`config.mk`:
```
export PLATFORM = sky130hd
export DESIGN_NAME = miss_classifier
export DESIGN_NICKNAME = d
export VERILOG_FILES = /design/src/rtl/miss_classifier_pkg.sv /design/src/rtl/dm_tag_array.sv /design/src/rtl/fa_lru_shadow.sv /design/src/rtl/seen_table.sv /design/src/rtl/class_counter.sv /design/src/rtl/miss_classifier.sv
export SDC_FILE = /design/constraint.sdc
export NUM_CORES = 1
export LEC_CHECK = 0
export BUFFER_PORTS_ARGS = -buffer_cell sky130_fd_sc_hd__clkbuf_2
export CORE_MARGIN = 3
export CORE_UTILIZATION = 40
export DETAILED_ROUTE_END_ITERATION = 16
export GPL_ROUTABILITY_DRIVEN = 0
export HOLD_SLACK_MARGIN = 0.1
export PLACE_DENSITY = 0.58
export SLEW_MARGIN = 30
export SYNTH_ARGS = -nofsm -noshare
export SYNTH_HDL_FRONTEND = slang
export SYNTH_SLANG_ARGS = --single-unit
```
`constraint.sdc`:
```
create_clock -name clk -period 4.13 [get_ports clk]
set_clock_uncertainty 0.05 [all_clocks]
set_input_delay 0.826 -clock clk [delete_from_list [all_inputs] [get_ports clk]]
set_output_delay 0.826 -clock clk [all_outputs]
set_load 0.01 [all_outputs]
```
`src/rtl/miss_classifier_pkg.sv`:
```
package miss_classifier_pkg;

    localparam int NUM_CLS = 4;

    typedef enum logic [1:0] {
        CLS_HIT      = 2'd0,
        CLS_COLD     = 2'd1,
        CLS_CONFLICT = 2'd2,
        CLS_CAPACITY = 2'd3
    } cls_e;

    typedef enum logic {
        S_IDLE   = 1'b0,
        S_RESULT = 1'b1
    } st_e;

endpackage

```
`src/rtl/dm_tag_array.sv`:
```
module dm_tag_array #(
    parameter int LINES  = 8,
    parameter int ADDR_W = 6
) (
    input  logic              clk,
    input  logic              rst_n,
    input  logic              clr,
    input  logic              upd,
    input  logic [ADDR_W-1:0] blk,
    output logic              hit
);
    localparam int IDX_W = $clog2(LINES);
    localparam int TAG_W = ADDR_W - IDX_W;

    logic [LINES-1:0] line_vld;
    logic [TAG_W-1:0] line_tag [LINES];
    logic [IDX_W-1:0] idx;
    logic [TAG_W-1:0] tag;

    assign idx = blk[IDX_W-1:0];
    assign tag = blk[ADDR_W-1:IDX_W];

    always_comb begin
        hit = line_vld[idx] && (line_tag[idx] == tag);
    end

    for (genvar g = 0; g < LINES; g++) begin : g_line
        always_ff @(posedge clk or negedge rst_n) begin
            if (!rst_n) begin
                line_vld[g] <= 1'b0;
                line_tag[g] <= '0;
            end else if (clr) begin
                line_vld[g] <= 1'b0;
                line_tag[g] <= '0;
            end else if (upd && (idx == IDX_W'(g))) begin
                line_vld[g] <= 1'b1;
                line_tag[g] <= tag;
            end
        end
    end

    // a line that has been filled stays valid until a clear
    p_vld_sticky_r3: assert property (@(posedge clk) disable iff (!rst_n)
        (!clr && line_vld[0]) |=> line_vld[0]);

endmodule

```
`src/rtl/fa_lru_shadow.sv`:
```
module fa_lru_shadow #(
    parameter int LINES  = 8,
    parameter int ADDR_W = 6
) (
    input  logic              clk,
    input  logic              rst_n,
    input  logic              clr,
    input  logic              upd,
    input  logic [ADDR_W-1:0] blk,
    output logic              hit
);
    localparam int AGE_W  = $clog2(LINES);
    localparam int OLDEST = LINES - 1;

    logic [LINES-1:0]  ent_vld;
    logic [ADDR_W-1:0] ent_blk [LINES];
    logic [AGE_W-1:0]  ent_age [LINES];
    logic [LINES-1:0]  match_vec;
    logic [LINES-1:0]  oldest_vec;
    logic [LINES-1:0]  touch_vec;
    logic [AGE_W-1:0]  touch_age;

    for (genvar g = 0; g < LINES; g++) begin : g_cmp
        assign match_vec[g]  = ent_vld[g] && (ent_blk[g] == blk);
        assign oldest_vec[g] = (ent_age[g] == AGE_W'(OLDEST));
    end

    always_comb begin
        hit       = |match_vec;
        touch_vec = hit ? match_vec : oldest_vec;
        touch_age = '0;
        for (int i = 0; i < LINES; i++) begin
            if (touch_vec[i]) touch_age = touch_age | ent_age[i];
        end
    end

    // Ages form a permutation; the touched entry becomes age 0 and every
    // younger entry ages by one, which keeps the permutation intact.
    for (genvar g = 0; g < LINES; g++) begin : g_ent
        always_ff @(posedge clk or negedge rst_n) begin
            if (!rst_n) begin
                ent_vld[g] <= 1'b0;
                ent_blk[g] <= '0;
                ent_age[g] <= AGE_W'(g);
            end else if (clr) begin
                ent_vld[g] <= 1'b0;
                ent_blk[g] <= '0;
                ent_age[g] <= AGE_W'(g);
            end else if (upd) begin
                if (touch_vec[g]) begin
                    ent_vld[g] <= 1'b1;
                    ent_blk[g] <= blk;
                    ent_age[g] <= '0;
                end else if (ent_age[g] < touch_age) begin
                    ent_age[g] <= ent_age[g] + 1'b1;
                end
            end
        end
    end

    // exactly one least-recent entry exists at all times
    p_one_oldest_r7: assert property (@(posedge clk) disable iff (!rst_n)
        $countones(oldest_vec) == 1);

    // a block is held in at most one shadow entry
    p_unique_block_r7: assert property (@(posedge clk) disable iff (!rst_n)
        $onehot0(match_vec));

endmodule

```
`src/rtl/seen_table.sv`:
```
module seen_table #(
    parameter int BLOCKS = 64,
    parameter int ADDR_W = 6
) (
    input  logic              clk,
    input  logic              rst_n,
    input  logic              clr,
    input  logic              upd,
    input  logic [ADDR_W-1:0] blk,
    output logic              seen
);
    logic [BLOCKS-1:0] seen_q;

    assign seen = seen_q[blk];

    always_ff @(posedge clk or negedge rst_n) begin
        if (!rst_n) begin
            seen_q <= '0;
        end else if (clr) begin
            seen_q <= '0;
        end else if (upd) begin
            seen_q[blk] <= 1'b1;
        end
    end

    // an access marks its block as seen
    p_mark_seen_r4: assert property (@(posedge clk) disable iff (!rst_n)
        (upd && !clr) |=> seen_q[$past(blk)]);

    // a clear empties the table
    p_clear_seen_r1: assert property (@(posedge clk) disable iff (!rst_n)
        clr |=> (seen_q == '0));

endmodule

```
`src/rtl/class_counter.sv`:
```
module class_counter #(
    parameter int CNT_W = 16
) (
    input  logic             clk,
    input  logic             rst_n,
    input  logic             clr,
    input  logic             inc,
    output logic [CNT_W-1:0] cnt
);
    localparam logic [CNT_W-1:0] CNT_MAX = '1;

    always_ff @(posedge clk or negedge rst_n) begin
        if (!rst_n) begin
            cnt <= '0;
        end else if (clr) begin
            cnt <= '0;
        end else if (inc && (cnt != CNT_MAX)) begin
            cnt <= cnt + 1'b1;
        end
    end

    p_clear_zero_r1: assert property (@(posedge clk) disable iff (!rst_n)
        clr |=> (cnt == '0));

    p_sat_hold_r8: assert property (@(posedge clk) disable iff (!rst_n)
        (!clr && (cnt == CNT_MAX)) |=> (cnt == CNT_MAX));

    p_step_r8: assert property (@(posedge clk) disable iff (!rst_n)
        !clr |=> ((cnt == $past(cnt)) || (cnt == $past(cnt) + 1'b1)));

    p_no_inc_r10: assert property (@(posedge clk) disable iff (!rst_n)
        (!clr && !inc) |=> $stable(cnt));

endmodule

```
`src/rtl/miss_classifier.sv`:
```
module miss_classifier #(
    parameter int DM_LINES     = 8,
    parameter int FA_LINES     = 8,
    parameter int TRACK_BLOCKS = 64,
    parameter int CNT_W        = 16,
    localparam int ADDR_W      = $clog2(TRACK_BLOCKS)
) (
    input  logic              clk,
    input  logic              rst_n,
    input  logic              clr,
    input  logic              acc_valid,
    input  logic [ADDR_W-1:0] acc_block,
    output logic              res_valid,
    output logic [3:0]        res_code,
    output logic [CNT_W-1:0]  cnt_hit,
    output logic [CNT_W-1:0]  cnt_cold,
    output logic [CNT_W-1:0]  cnt_conflict,
    output logic [CNT_W-1:0]  cnt_capacity
);
    import miss_classifier_pkg::*;

    st_e              state_q, state_d;
    cls_e             cls_d, cls_q;
    logic             fire;
    logic             dm_hit, fa_hit, was_seen;
    logic [CNT_W-1:0] cnt_arr [NUM_CLS];

    assign fire = acc_valid && !clr;

    dm_tag_array #(.LINES(DM_LINES), .ADDR_W(ADDR_W)) u_dm (
        .clk(clk), .rst_n(rst_n), .clr(clr), .upd(fire),
        .blk(acc_block), .hit(dm_hit)
    );

    fa_lru_shadow #(.LINES(FA_LINES), .ADDR_W(ADDR_W)) u_fa (
        .clk(clk), .rst_n(rst_n), .clr(clr), .upd(fire),
        .blk(acc_block), .hit(fa_hit)
    );

    seen_table #(.BLOCKS(TRACK_BLOCKS), .ADDR_W(ADDR_W)) u_seen (
        .clk(clk), .rst_n(rst_n), .clr(clr), .upd(fire),
        .blk(acc_block), .seen(was_seen)
    );

    always_comb begin
        if (dm_hit)        cls_d = CLS_HIT;
        else if (!was_seen) cls_d = CLS_COLD;
        else if (fa_hit)   cls_d = CLS_CONFLICT;
        else               cls_d = CLS_CAPACITY;
    end

    always_comb begin
        state_d = state_q;
        unique case (state_q)
            S_IDLE:   state_d = fire ? S_RESULT : S_IDLE;
            S_RESULT: state_d = fire ? S_RESULT : S_IDLE;
            default:  state_d = S_IDLE;
        endcase
    end

    always_ff @(posedge clk or negedge rst_n) begin
        if (!rst_n) begin
            state_q <= S_IDLE;
            cls_q   <= CLS_HIT;
        end else begin
            state_q <= state_d;
            if (fire) cls_q <= cls_d;
        end
    end

    always_comb begin
        res_valid = (state_q == S_RESULT);
        res_code  = res_valid ? (4'b0001 << cls_q) : 4'b0000;
    end

    for (genvar g = 0; g < NUM_CLS; g++) begin : g_cnt
        class_counter #(.CNT_W(CNT_W)) u_cnt (
            .clk(clk), .rst_n(rst_n), .clr(clr),
            .inc(fire && (cls_d == cls_e'(g))),
            .cnt(cnt_arr[g])
        );
    end

    assign cnt_hit      = cnt_arr[0];
    assign cnt_cold     = cnt_arr[1];
    assign cnt_conflict = cnt_arr[2];
    assign cnt_capacity = cnt_arr[3];

    p_onehot_code_r2: assert property (@(posedge clk) disable iff (!rst_n)
        res_valid |-> ($countones(res_code) == 1));

    p_quiet_code_r2: assert property (@(posedge clk) disable iff (!rst_n)
        !res_valid |-> (res_code == 4'b0000));

    p_latency_r2: assert property (@(posedge clk) disable iff (!rst_n)
        res_valid |-> $past(acc_valid && !clr));

    p_clear_drops_r9: assert property (@(posedge clk) disable iff (!rst_n)
        clr |=> !res_valid);

    p_no_strobe_r10: assert property (@(posedge clk) disable iff (!rst_n)
        !acc_valid |=> !res_valid);

endmodule

```
==> results of run 1 <==
==> kinds of logic (layout without fill, tap and decap cells) <==
family	Yosys count	in the layout	synth area share, %
and+or+nand+nor	442	442	16.6
AOI/OAI and AO/OA	286	286	15.4
DFF	243	243	47.5
buffers and inverters	122	290	3.93
xor gates and xnor gates	86	86	5.87
muxes	56	56	7.24
adders and majority gates	36	36	3.51
==> registers in the layout (all words and copies together) (netlist names) <==
| signal | count |
|---|---|
| u_dm.line_tag | 24 |
| u_seen.seen_q | 64 |
| res_valid | 1 |
| cls_q | 2 |
| u_fa.ent_blk | 48 |
| u_fa.ent_vld | 8 |
| u_dm.line_vld | 8 |
| u_fa.ent_age | 24 |
| g_cnt.u_cnt.cnt | 64 |
==> critical path, cell delays in order <==
cell      delay [ns]
clkbuf_2        0.17
buf_12          0.18
buf_4           0.14
xnor2_1         0.15
nand2_1         0.14
nor4_4          0.20
nor3_2          0.12
a41o_1          0.27
a22o_1          0.23
a221oi_2        0.20
and3_4          0.29
buf_4           0.15
ha_1            0.24
a211oi_1        0.33
inv_1           0.10
nor3_1          0.14
o211ai_1        0.13
o22ai_1         0.16
==> power by group <==
group | switching [mW] | internal, mW | total, mW
sequential | 0.182 | 2.56 | 2.74
combinational | 1.23 | 1.07 | 2.30
clock | 1.04 | 1.66 | 2.70
==> final cells by class <==
class                   instances  share of cell area (%)
multi-input cells             906                    41.1
inverters                      38                   0.927
well taps                     396                    3.19
repair buffers                200                    8.98
clock inverters                17                    1.47
clock buffers                  35                    5.07
flip-flops and latches        243                    39.3
==> layer usage <==
| metal | share of wire [%] | vias to the layer above | global-route usage (%) | wire length (µm) |
|---|---|---|---|---|
| met5 | 0 | - | 0 | 0 |
| met4 | 1.7 | 0 | 4.26 | 580 |
| met3 | 5.2 | 41 | 2.45 | 1790 |
| met2 | 47 | 274 | 33.3 | 15900 |
| met1 | 47 | 5272 | 28.9 | 15900 |
| li1 | - | 4957 | - | - |
==> synthesized netlist by cell type, drive strengths merged, types with 6 or more instances <==
cell / n / area (µm²)
a211oi: 10 / 75.1
a21oi: 82 / 410
a31oi: 6 / 37.5
a41o: 8 / 80.1
and3: 18 / 113
buf: 20 / 121
clkbuf: 64 / 240
dfrtp: 231 / 5780
dfstp: 12 / 315
ha: 36 / 450
inv: 38 / 143
mux2i: 22 / 220
mux4: 29 / 653
nand2: 105 / 394
nand3: 110 / 551
nand4: 21 / 131
nor2: 97 / 364
nor2b: 7 / 43.8
nor3: 26 / 135
nor4: 20 / 140
o211ai: 14 / 105
o21ai: 51 / 255
o2bb2ai: 65 / 569
or3: 18 / 113
xnor2: 67 / 587
xor2: 19 / 166
==> worst min path at each step <==
stage | from | end | slack (ns) | cells past startpoint
2_1_floorplan | u_seen.seen_q[10]$_DFFE_PN0P_ | u_seen.seen_q[10]$_DFFE_PN0P_ | 0.40 | 1
3_3_place_gp | u_seen.seen_q[31]$_DFFE_PN0P_ | u_seen.seen_q[31]$_DFFE_PN0P_ | 0.41 | 1
3_5_place_dp | u_seen.seen_q[58]$_DFFE_PN0P_ | u_seen.seen_q[58]$_DFFE_PN0P_ | 0.42 | 1
4_1_cts | rst_n | g_cnt[0].u_cnt.cnt[9]$_DFFE_PN0P_ | 0.29 | 1
5_1_grt | rst_n | g_cnt[0].u_cnt.cnt[9]$_DFFE_PN0P_ | 0.31 | 1
6_report | rst_n | g_cnt[0].u_cnt.cnt[9]$_DFFE_PN0P_ | 0.28 | 1
==> results.ini, run 1 <==
[placed_design]
dpl_cell_area_um2 = 14500
place.port_buffers = 78
place_ws_ns = -0.189
placed_cells = 1783
hpwlAfterDp_um = 23500

[power]
power.leakage_nw = 6.83
power_density_nw_per_um2 = 499
max-vdd-ir-drop_v = 0.000300
p_total_mw = 7.75

[critical_path]
r2r_start = u_fa.ent_blk[11]$_DFFE_PN0P_
crit_start = acc_block[0]
end_kind = flip-flop
crit_required_ns = 4.54
cp_max_fo = 9
startpoint_type = primary input
r2r_slack_ns = 0.55
reg2reg_to = u_fa.ent_age[19]$_DFFE_PN0P_
crit_type = primary input to flip-flop
ff2ff_path_depth = 15
crit_path_end = u_fa.ent_age[19]$_DFFE_PN0P_
cp_data_arrival_time_ns = 4.18

[outcome]
status = finished, final reports clean

[global_route]
grt_max_degree = 102
antenna_found_initial = 0
grt_pass1_vias = 10500
grt_util_all_layers_pct = 20.2
grt_pass1_wl_um = 56700
grt_overflow = 0

[final_layout]
nFillCells = 2842
fin_area_um2 = 15500
fin_nets = 1463
ff_latch_area_um2 = 6100
area.growth.synth_to_final_pct = 21.0
final_common_cell = dfrtp_1
multi_input_area_um2 = 6380
fin_cells = 1835
drive_above_1_share_pct = 23.0
final_util_pct = 50.0
diodes = 0
final_cell_mix = dfrtp_1 (231), buf_4 (117), nand3_1 (110)

[clock_tree]
clk_pin_slew_ns = 0.06
cts_sinks = 243
clockBufferDepth = 3
ctsHoldBuffers = 0
cts_tree = yes
cts_root_buf = clkbuf_16
cts_resized = 0
cts_setup_buffers = 0
cts_buffers = 28
cts_htree_levels = 1
clock_latency_ns = 0.56

[detailed_routing]
vias = 10500
wl_per_cell_um = 18.6
drc_errors = 0
drt-vias-per-instance = 5.75
ant_nets = 0
drt-total-wl_um = 34200
firstDrtPassIters = 5
drt_iter0_drc = 646

[logic_synthesis]
ys_seq_elements = 243
seq_area_frac_synth_pct = 47.5
synthesis.nets = 1317
avgSynthCellArea_um2 = 10.1
synth_cells = 1271
synth_flop_cell = dfrtp_1
async_flop_share_pct = 100
synth_edf_count = 0
netlist_area_um2 = 12800
ys_types = 63
ys.warnings.count = 0

[sta]
tightest_slew_ns = 0.874
slew_headroom_pct = 41.7
fin_setup_tns_ns = 0
fmax_mhz = 265
fin_crit_ns = 3.77
fin_ws_ns = 0.361
finalSetupViolations = 0
rsz0062_at_grt = false
hold_viol_final = 0
hold_slack_ns = 0.276
fin_crit_sh_pct = 91.3
slew_viol_final = 0

[floorplanning]
std_cell_rows = 64
pin_count = 79
coreArea_um2 = 31100
die_w_um = 185
fp.dieH_um = 185
dieArea_um2 = 34300
initial_core_util_pct = 41.3

[flow_run]
cap_violations = 0

[worst_hold_path]
hp-class = primary input to asynchronous set/reset pin

No activity file was read; power rests on OpenSTA's default activity.
==> run 2: changes to the inputs <==
--- a/config.mk
+++ b/config.mk
@@ -6,12 +6,14 @@
 export NUM_CORES = 1
 export LEC_CHECK = 0
 export BUFFER_PORTS_ARGS = -buffer_cell sky130_fd_sc_hd__clkbuf_2
+export CELL_PAD_IN_SITES_DETAIL_PLACEMENT = 1
+export CELL_PAD_IN_SITES_GLOBAL_PLACEMENT = 1
 export CORE_MARGIN = 3
 export CORE_UTILIZATION = 40
 export DETAILED_ROUTE_END_ITERATION = 16
 export GPL_ROUTABILITY_DRIVEN = 0
 export HOLD_SLACK_MARGIN = 0.1
-export PLACE_DENSITY = 0.58
+export PLACE_DENSITY = 0.7
 export SLEW_MARGIN = 30
 export SYNTH_ARGS = -nofsm -noshare
 export SYNTH_HDL_FRONTEND = slang
==> run 2 against run 1 <==
Clock power shrank 10%. Maximum frequency decreased by 3.7%. Combinational power is essentially flat. Critical endpoint is now u_fa.ent_age[4]$_DFFE_PN1P_.
==> results.ini, run 2 (synthesized netlist as in run 1, its figures left out) <==
[critical_path]
crit_type = primary input to flip-flop  ; unchanged
cp_max_fo = 9  ; unchanged
crit_top_cell = buf_4  ; unchanged
cp_data_arrival_time_ns = 4.31  ; was 4.18 ns
slowest_stage = a311o_1  ; was a211oi_1
crit_required_ns = 4.53  ; was 4.54 ns
critPathTopFamily = compound AO/OA/AOI/OAI gates  ; unchanged
crit_chain = clkbuf_2, buf_4, xnor2_1, nand4_1, nor3_2, nor4_2, buf_4, a41o_1, a22o_1, a221oi_2, and3_4, ha_4, a211oi_4, inv_1, a311o_1, nor3b_2, a211oi_1  ; was clkbuf_2, buf_12, buf_4, xnor2_1, nand2_1, nor4_4, nor3_2, a41o_1, a22o_1, a221oi_2, and3_4, buf_4, ha_1, a211oi_1, inv_1, nor3_1, o211ai_1, o22ai_1
cp_num_buf_inv = 4  ; was 5
end_kind = flip-flop  ; unchanged
startpoint_type = primary input  ; unchanged
critPathMaxStageDelay_ns = 0.32  ; was 0.33 ns

[final_layout]
reg_top3 = g_cnt.u_cnt.cnt (64), u_seen.seen_q (64), u_fa.ent_blk (48)  ; unchanged
diodes = 0  ; unchanged
fin_nets = 1458  ; was 1463
fin_cells = 1830  ; was 1835
nFillCells = 3483  ; was 2842
drive_above_1_share_pct = 22.4  ; was 23.0%
final_common_cell = dfrtp_1  ; unchanged
final_cell_mix = dfrtp_1 (231), buf_4 (111), nand3_1 (110)  ; was dfrtp_1 (231), buf_4 (117), nand3_1 (110)
area.growth.synth_to_final_pct = 19.9  ; was 21.0%
final_util_pct = 49.5  ; was 50.0%

[sta]
fin_crit_ns = 3.91  ; was 3.77 ns
fin_crit_sh_pct = 94.7  ; was 91.3%
slew_headroom_pct = 39.2  ; was 41.7%
fmax_mhz = 256  ; was 265 MHz
finalSetupViolations = 0  ; unchanged
tightest_slew_ns = 0.910  ; was 0.874 ns
slew_viol_final = 0  ; unchanged
rsz0062_at_grt = false  ; unchanged
fin_ws_ns = 0.219  ; was 0.361 ns
hold_viol_final = 0  ; unchanged

[placed_design]
place.port_buffers = 78  ; unchanged
placed_cells = 1778  ; was 1783
hpwlAfterDp_um = 25700  ; was 23500 µm
place_ws_ns = -0.267  ; was -0.189 ns

[power]
power_density_nw_per_um2 = 488  ; was 499 nW/µm²
max-vdd-ir-drop_v = 0.000269  ; was 0.000300 V
p_total_mw = 7.50  ; was 7.75 mW
power.leakage_nw = 6.76  ; was 6.83 nW

[detailed_routing]
drt-vias-per-instance = 5.82  ; was 5.75
drt-total-wl_um = 37400  ; was 34200 µm
wl_per_cell_um = 20.4  ; was 18.6 µm
ant_nets = 0  ; unchanged
drt_iter0_drc = 684  ; was 646
vias = 10700  ; was 10500
drc_errors = 0  ; unchanged
firstDrtPassIters = 5  ; unchanged

[clock_tree]
cts_setup_buffers = 0  ; unchanged
clockBufferDepth = 3  ; unchanged
cts_buffers = 28  ; unchanged
cts_tree = yes  ; unchanged
clock_latency_ns = 0.54  ; was 0.56 ns
ctsHoldBuffers = 0  ; unchanged
cts_resized = 0  ; unchanged
cts_htree_levels = 1  ; unchanged
clk_pin_slew_ns = 0.06  ; about the same
cts_sinks = 243  ; unchanged
cts_root_buf = clkbuf_16  ; unchanged

[global_route]
grt_max_degree = 97  ; was 102
grt_util_all_layers_pct = 22.1  ; was 20.2%
grt_overflow = 0  ; unchanged
grt_pass1_vias = 11300  ; was 10500
antenna_found_initial = 1  ; was 0
grt_pass1_wl_um = 62000  ; was 56700 µm

[outcome]
status = finished, final reports clean  ; unchanged

[floorplanning]
dieArea_um2 = 34300  ; unchanged
initial_core_util_pct = 41.3  ; unchanged
fp.dieH_um = 185  ; unchanged
coreArea_um2 = 31100  ; unchanged
std_cell_rows = 64  ; unchanged
pin_count = 79  ; unchanged
die_w_um = 185  ; unchanged

[flow_run]
cap_violations = 0  ; unchanged

[worst_hold_path]
hp-class = primary input to asynchronous set/reset pin  ; unchanged

run 2: cell count changes in the layout (fill, tap and decap cells not counted), sizes merged:
cell and change:
clkbuf +7, buf -5, bufinv -5, clkinv -2, clkinvlp -1, inv +1
run 2: report_power, final:
| group | leakage [nW] | switching, mW | internal [mW] |
|---|---|---|---|
| clock network | 0.455 | 1.02 | 1.41 |
| registers | 3.33 | 0.187 | 2.56 |
| logic | 2.97 | 1.28 | 1.04 |
run 2: worst paths after layout:
path | depth (start not counted) | start | slack (ns) | endpoint
worst max-delay path | 17 | acc_block[1] | 0.22 | u_fa.ent_age[4]$_DFFE_PN1P_
worst min-delay path | 1 | rst_n | 0.23 | g_cnt[0].u_cnt.cnt[14]$_DFFE_PN0P_
worst max register to register | 14 | u_fa.ent_blk[11]$_DFFE_PN0P_ | 0.41 | u_fa.ent_age[4]$_DFFE_PN1P_
worst min register to register | 1 | u_seen.seen_q[39]$_DFFE_PN0P_ | 0.44 | u_seen.seen_q[39]$_DFFE_PN0P_
max in group asynchronous | 2 | rst_n | 2.84 | u_fa.ent_age[6]$_DFFE_PN1P_
min in group clk | 1 | u_seen.seen_q[39]$_DFFE_PN0P_ | 0.44 | u_seen.seen_q[39]$_DFFE_PN0P_
run 2: layout make-up:
cell class              instances  area, µm²  area share (%)
clock buffers                  42        845            5.49
clock inverters                10       57.6           0.374
inverters                      38        144           0.935
multi-input cells             906       6380            41.5
flip-flops and latches        243       6100            39.6
well taps                     396        495            3.22
repair buffers                195       1370            8.89
run 2: through the flow:
step	hold WS [ns]	instance area [µm²]	TNS, ns
finish	0.232	15400	0
floorplan	0.399	13100	-0.647
global route	0.284	15400	0
CTS	0.263	15400	0
global placement	0.415	14400	-1.21
detailed placement	0.420	14500	-3.06
run 2: routing by layer:
metal,GRT usage [%],routed length (µm)
met1,31.7,17600
met2,36.7,17800
met3,2.53,1240
met4,4.47,755
met5,0,10
==> run 3: changes to the inputs <==
--- a/config.mk
+++ b/config.mk
@@ -17,4 +17,5 @@
 export SLEW_MARGIN = 30
 export SYNTH_ARGS = -nofsm -noshare
 export SYNTH_HDL_FRONTEND = slang
+export SYNTH_HIERARCHICAL = 1
 export SYNTH_SLANG_ARGS = --single-unit
==> run 3 against run 2 <==
Routed wire length increased by 8.4%. First-iteration DRC count decreased by 29%. Non-clock buffer count increased by 25. Global-route usage about the same. Via count increased by 11%. Clock-buffer cell count decreased by 4. Clock power increased by 16%. Utilization decreased by 0.61 points. Cell area increased by 7.4%. Maximum frequency increased by 0.80%. Critical path depth increased by 1. Cell count increased by 13%. Largest power group is now the clock network. Highest routed layer is now met4.
==> results.ini, run 3 <==
[global_route]
antenna_found_initial = 0  ; was 1
grt_max_degree = 112  ; was 97
grt_overflow = 0  ; unchanged
grt_util_all_layers_pct = 22.2  ; was 22.1%
grt_pass1_vias = 12500  ; was 11300
grt_pass1_wl_um = 67100  ; was 62000 µm

[sta]
hold_viol_final = 0  ; unchanged
hold_slack_ns = 0.142  ; was 0.232 ns
fin_crit_sh_pct = 94.0  ; was 94.7%
tightest_slew_ns = 0.972  ; was 0.910 ns
fin_setup_tns_ns = 0  ; unchanged
slew_headroom_pct = 34.9  ; was 39.2%
slew_viol_final = 0  ; unchanged
fmax_mhz = 258  ; was 256 MHz
fin_crit_ns = 3.88  ; was 3.91 ns
rsz0062_at_grt = false  ; unchanged
finalSetupViolations = 0  ; unchanged

[power]
max-vdd-ir-drop_v = 0.000354  ; was 0.000269 V
power_density_nw_per_um2 = 483  ; was 488 nW/µm²
intPower_mw = 5.34  ; was 5.01 mW
clockPowerShare_pct = 35.4  ; was 32.4%
power.leakage_nw = 7.37  ; was 6.76 nW
p_sw_share_pct = 33.0  ; was 33.1%
pwr-share-comb_pct = 30.8  ; was 31.0%
power.share.sequential_pct = 33.8  ; was 36.6%
p_switching_mw = 2.63  ; was 2.49 mW
p_total_mw = 7.98  ; was 7.50 mW

[final_layout]
final_cell_mix = dfrtp_1 (231), a21oi_1 (182), nor2_1 (140)  ; was dfrtp_1 (231), buf_4 (111), nand3_1 (110)
diodes = 0  ; unchanged
fin_nets = 1642  ; was 1458
fin_area_um2 = 16500  ; was 15400 µm²
drive_above_1_share_pct = 22.7  ; was 22.4%
multi_input_area_um2 = 7050  ; was 6380 µm²
final_common_cell = dfrtp_1  ; unchanged
reg_top3 = g_cnt.u_cnt/cnt (64), u_seen/seen_q (64), u_fa/ent_blk (48)  ; was g_cnt.u_cnt.cnt (64), u_seen.seen_q (64), u_fa.ent_blk (48)
ff_latch_area_um2 = 6100  ; unchanged
area.growth.synth_to_final_pct = 19.8  ; was 19.9%
nFillCells = 3867  ; was 3483

[critical_path]
cp_data_arrival_time_ns = 4.30  ; was 4.31 ns
cp_max_fo = 9  ; unchanged
startpoint_type = primary input  ; unchanged
crit_chain = clkbuf_2, buf_12, xnor2_1, nand4_1, nor4_4, nor4_1, and2_4, buf_4, a21o_1, a22oi_1, and4_1, buf_4, ha_1, a211o_1, buf_4, a22oi_1, o211ai_1, o21ai_0  ; was clkbuf_2, buf_4, xnor2_1, nand4_1, nor3_2, nor4_2, buf_4, a41o_1, a22o_1, a221oi_2, and3_4, ha_4, a211oi_4, inv_1, a311o_1, nor3b_2, a211oi_1
slowest_stage = nor4_4  ; was a311o_1
critPathMaxStageDelay_ns = 0.32  ; about the same
crit_required_ns = 4.55  ; was 4.53 ns
end_kind = flip-flop  ; unchanged
crit_type = primary input to flip-flop  ; unchanged
crit_top_cell = buf_4  ; unchanged

[detailed_routing]
drt_iter0_drc = 489  ; was 684
wl_per_cell_um = 19.6  ; was 20.4 µm
ant_nets = 0  ; unchanged
firstDrtPassIters = 5  ; unchanged
vias = 11900  ; was 10700
drc_errors = 0  ; unchanged
drt-vias-per-instance = 5.74  ; was 5.82
drt-total-wl_um = 40500  ; was 37400 µm

[logic_synthesis]
synthesis.nets = 1482  ; was 1317
synth_top_family_by_area = simple AND/OR/NAND/NOR gates  ; unchanged
synth_compound_area_share_pct = 15.9  ; was 15.4%
ys_types = 90  ; was 63
yosys-top-cells-area = dfrtp_1 (42%), a21oi_1 (6.6%), nor2_1 (3.8%), ha_1 (3.3%), nand2_1 (3.3%)  ; was dfrtp_1 (45%), mux4_2 (5.1%), xnor2_1 (4.6%), o2bb2ai_1 (4.4%), nand3_1 (4.3%)
synth_flop_cell = dfrtp_1  ; unchanged
ys_seq_elements = 243  ; unchanged
synth.top_cell.area_share_pct = 41.9  ; was 45.0%
synth_cells = 1436  ; was 1271
synth_edf_count = 0  ; unchanged
synthAdderAreaFrac_pct = 3.27  ; was 3.51%
ys.warnings.count = 6  ; was 0
seq_area_frac_synth_pct = 44.2  ; was 47.5%
ys_top_cells_by_count = dfrtp_1 (231), a21oi_1 (183), nor2_1 (141)  ; was dfrtp_1 (231), nand3_1 (110), nand2_1 (105)
synth-xor-area-share_pct = 3.24  ; was 5.87%
async_flop_share_pct = 100  ; unchanged
synthSimpleGateAreaFrac_pct = 21.9  ; was 16.6%
yosysMostFrequentCell = dfrtp_1  ; unchanged
avgSynthCellArea_um2 = 9.60  ; was 10.1 µm²
muxShareOfSynthArea_pct = 6.48  ; was 7.24%
netlist_area_um2 = 13800  ; was 12800 µm²
synth_top_area_cell = dfrtp_1  ; unchanged

[worst_hold_path]
hp-class = primary input to asynchronous set/reset pin  ; unchanged

[floorplanning]
initial_core_util_pct = 40.8  ; was 41.3%
coreArea_um2 = 33800  ; was 31100 µm²
std_cell_rows = 67  ; was 64
dieArea_um2 = 36700  ; was 34300 µm²
fp.dieH_um = 192  ; was 185 µm
die_w_um = 192  ; was 185 µm
pin_count = 79  ; unchanged

[clock_tree]
clockBufferDepth = 3  ; unchanged
cts_root_buf = clkbuf_16  ; unchanged
clock_latency_ns = 0.58  ; was 0.54 ns
clk_pin_slew_ns = 0.06  ; about the same
cts_sinks = 243  ; unchanged
cts_buffers = 29  ; was 28
cts_htree_levels = 1  ; unchanged
cts_tree = yes  ; unchanged

[placed_design]
place.port_buffers = 78  ; unchanged
dpl_cell_area_um2 = 15400  ; was 14500 µm²
hpwlAfterDp_um = 27300  ; was 25700 µm

[flow_run]
cap_violations = 0  ; unchanged

[outcome]
status = finished, final reports clean  ; unchanged

[run 3: logic make-up after synthesis]
family                   Yosys count
AND/OR/NAND/NOR                  558
AO/OA/AOI/OAI                    348
flip-flops                       243
buffers and inverters            126
multiplexers                      74
XOR/XNOR                          51
adder cells (fa/ha/maj)           36
[run 3: worst max-delay path: cells and delay by family]
family	cells	cell delay (ns)
buffers and inverters	5	0.74
AO/OA/AOI/OAI	6	1.22
adder cells (fa/ha/maj)	1	0.23
AND/OR/NAND/NOR	5	1.13
XOR/XNOR	1	0.16
[run 3: power by group through the flow]
| stage | sequential [mW] | clock [mW] | combinational, mW |
|---|---|---|---|
| final | 2.69 | 2.82 | 2.46 |
| after global routing | 2.72 | 2.99 | 2.74 |
| after CTS | 2.69 | 2.90 | 2.43 |
| after detailed placement | 2.73 | 0 | 2.41 |
| after global placement | 2.73 | 0 | 2.30 |
| after floorplan | 2.67 | 0 | 1.58 |
[run 3: worst paths after layout]
path                                          startpoint                             to  slack [ns]  cells after the start
min in group clk           u_seen/seen_q[62]$_DFFE_PN0P_  u_seen/seen_q[62]$_DFFE_PN0P_        0.44                      2
max in group asynchronous                          rst_n    u_fa/ent_vld[0]$_DFFE_PN0P_        3.18                      2
hold reg to reg            u_seen/seen_q[62]$_DFFE_PN0P_  u_seen/seen_q[62]$_DFFE_PN0P_        0.44                      2
setup reg to reg             u_fa/ent_blk[8]$_DFFE_PN0P_   u_fa/ent_age[11]$_DFFE_PN1P_        0.38                     16
hold / removal                                     rst_n   u_fa/ent_age[14]$_DFFE_PN0P_        0.14                      1
setup / recovery                            acc_block[0]   u_fa/ent_age[11]$_DFFE_PN1P_        0.25                     18
[run 3: final cells by class]
type / count / area share [%]
clock inverters: 15 / 1.35
flip-flops and latches: 243 / 36.9
multi-input cells: 1067 / 42.7
clock buffers: 38 / 5.02
repair buffers: 220 / 9.83
well taps: 448 / 3.39
inverters: 35 / 0.810
[run 3: stage by stage]
stage          utilization (%)  cells  setup WS [ns]
3_3_place_gp              45.6   2011         -0.247
2_1_floorplan                -   1436        0.00980
5_1_grt                   48.9   2066         0.0148
4_1_cts                   48.7   2064          0.144
6_report                  48.9   2066          0.250
3_5_place_dp              45.6   2011         -0.421
[run 3: metal layers]
metal	wire length, µm	track usage (%)
met1	19500	31.9
met2	19300	36.5
met5	0	0
met3	1070	2.23
met4	658	4.23
[run 3: timing repair]
| item | in CTS | in global routing |
|---|---|---|
| hold buffers | 0 | 0 |
| setup buffers | 0 | 1 |
| gates resized for setup | 0 | 7 |
| setup endpoints to repair | 0 | 11 |
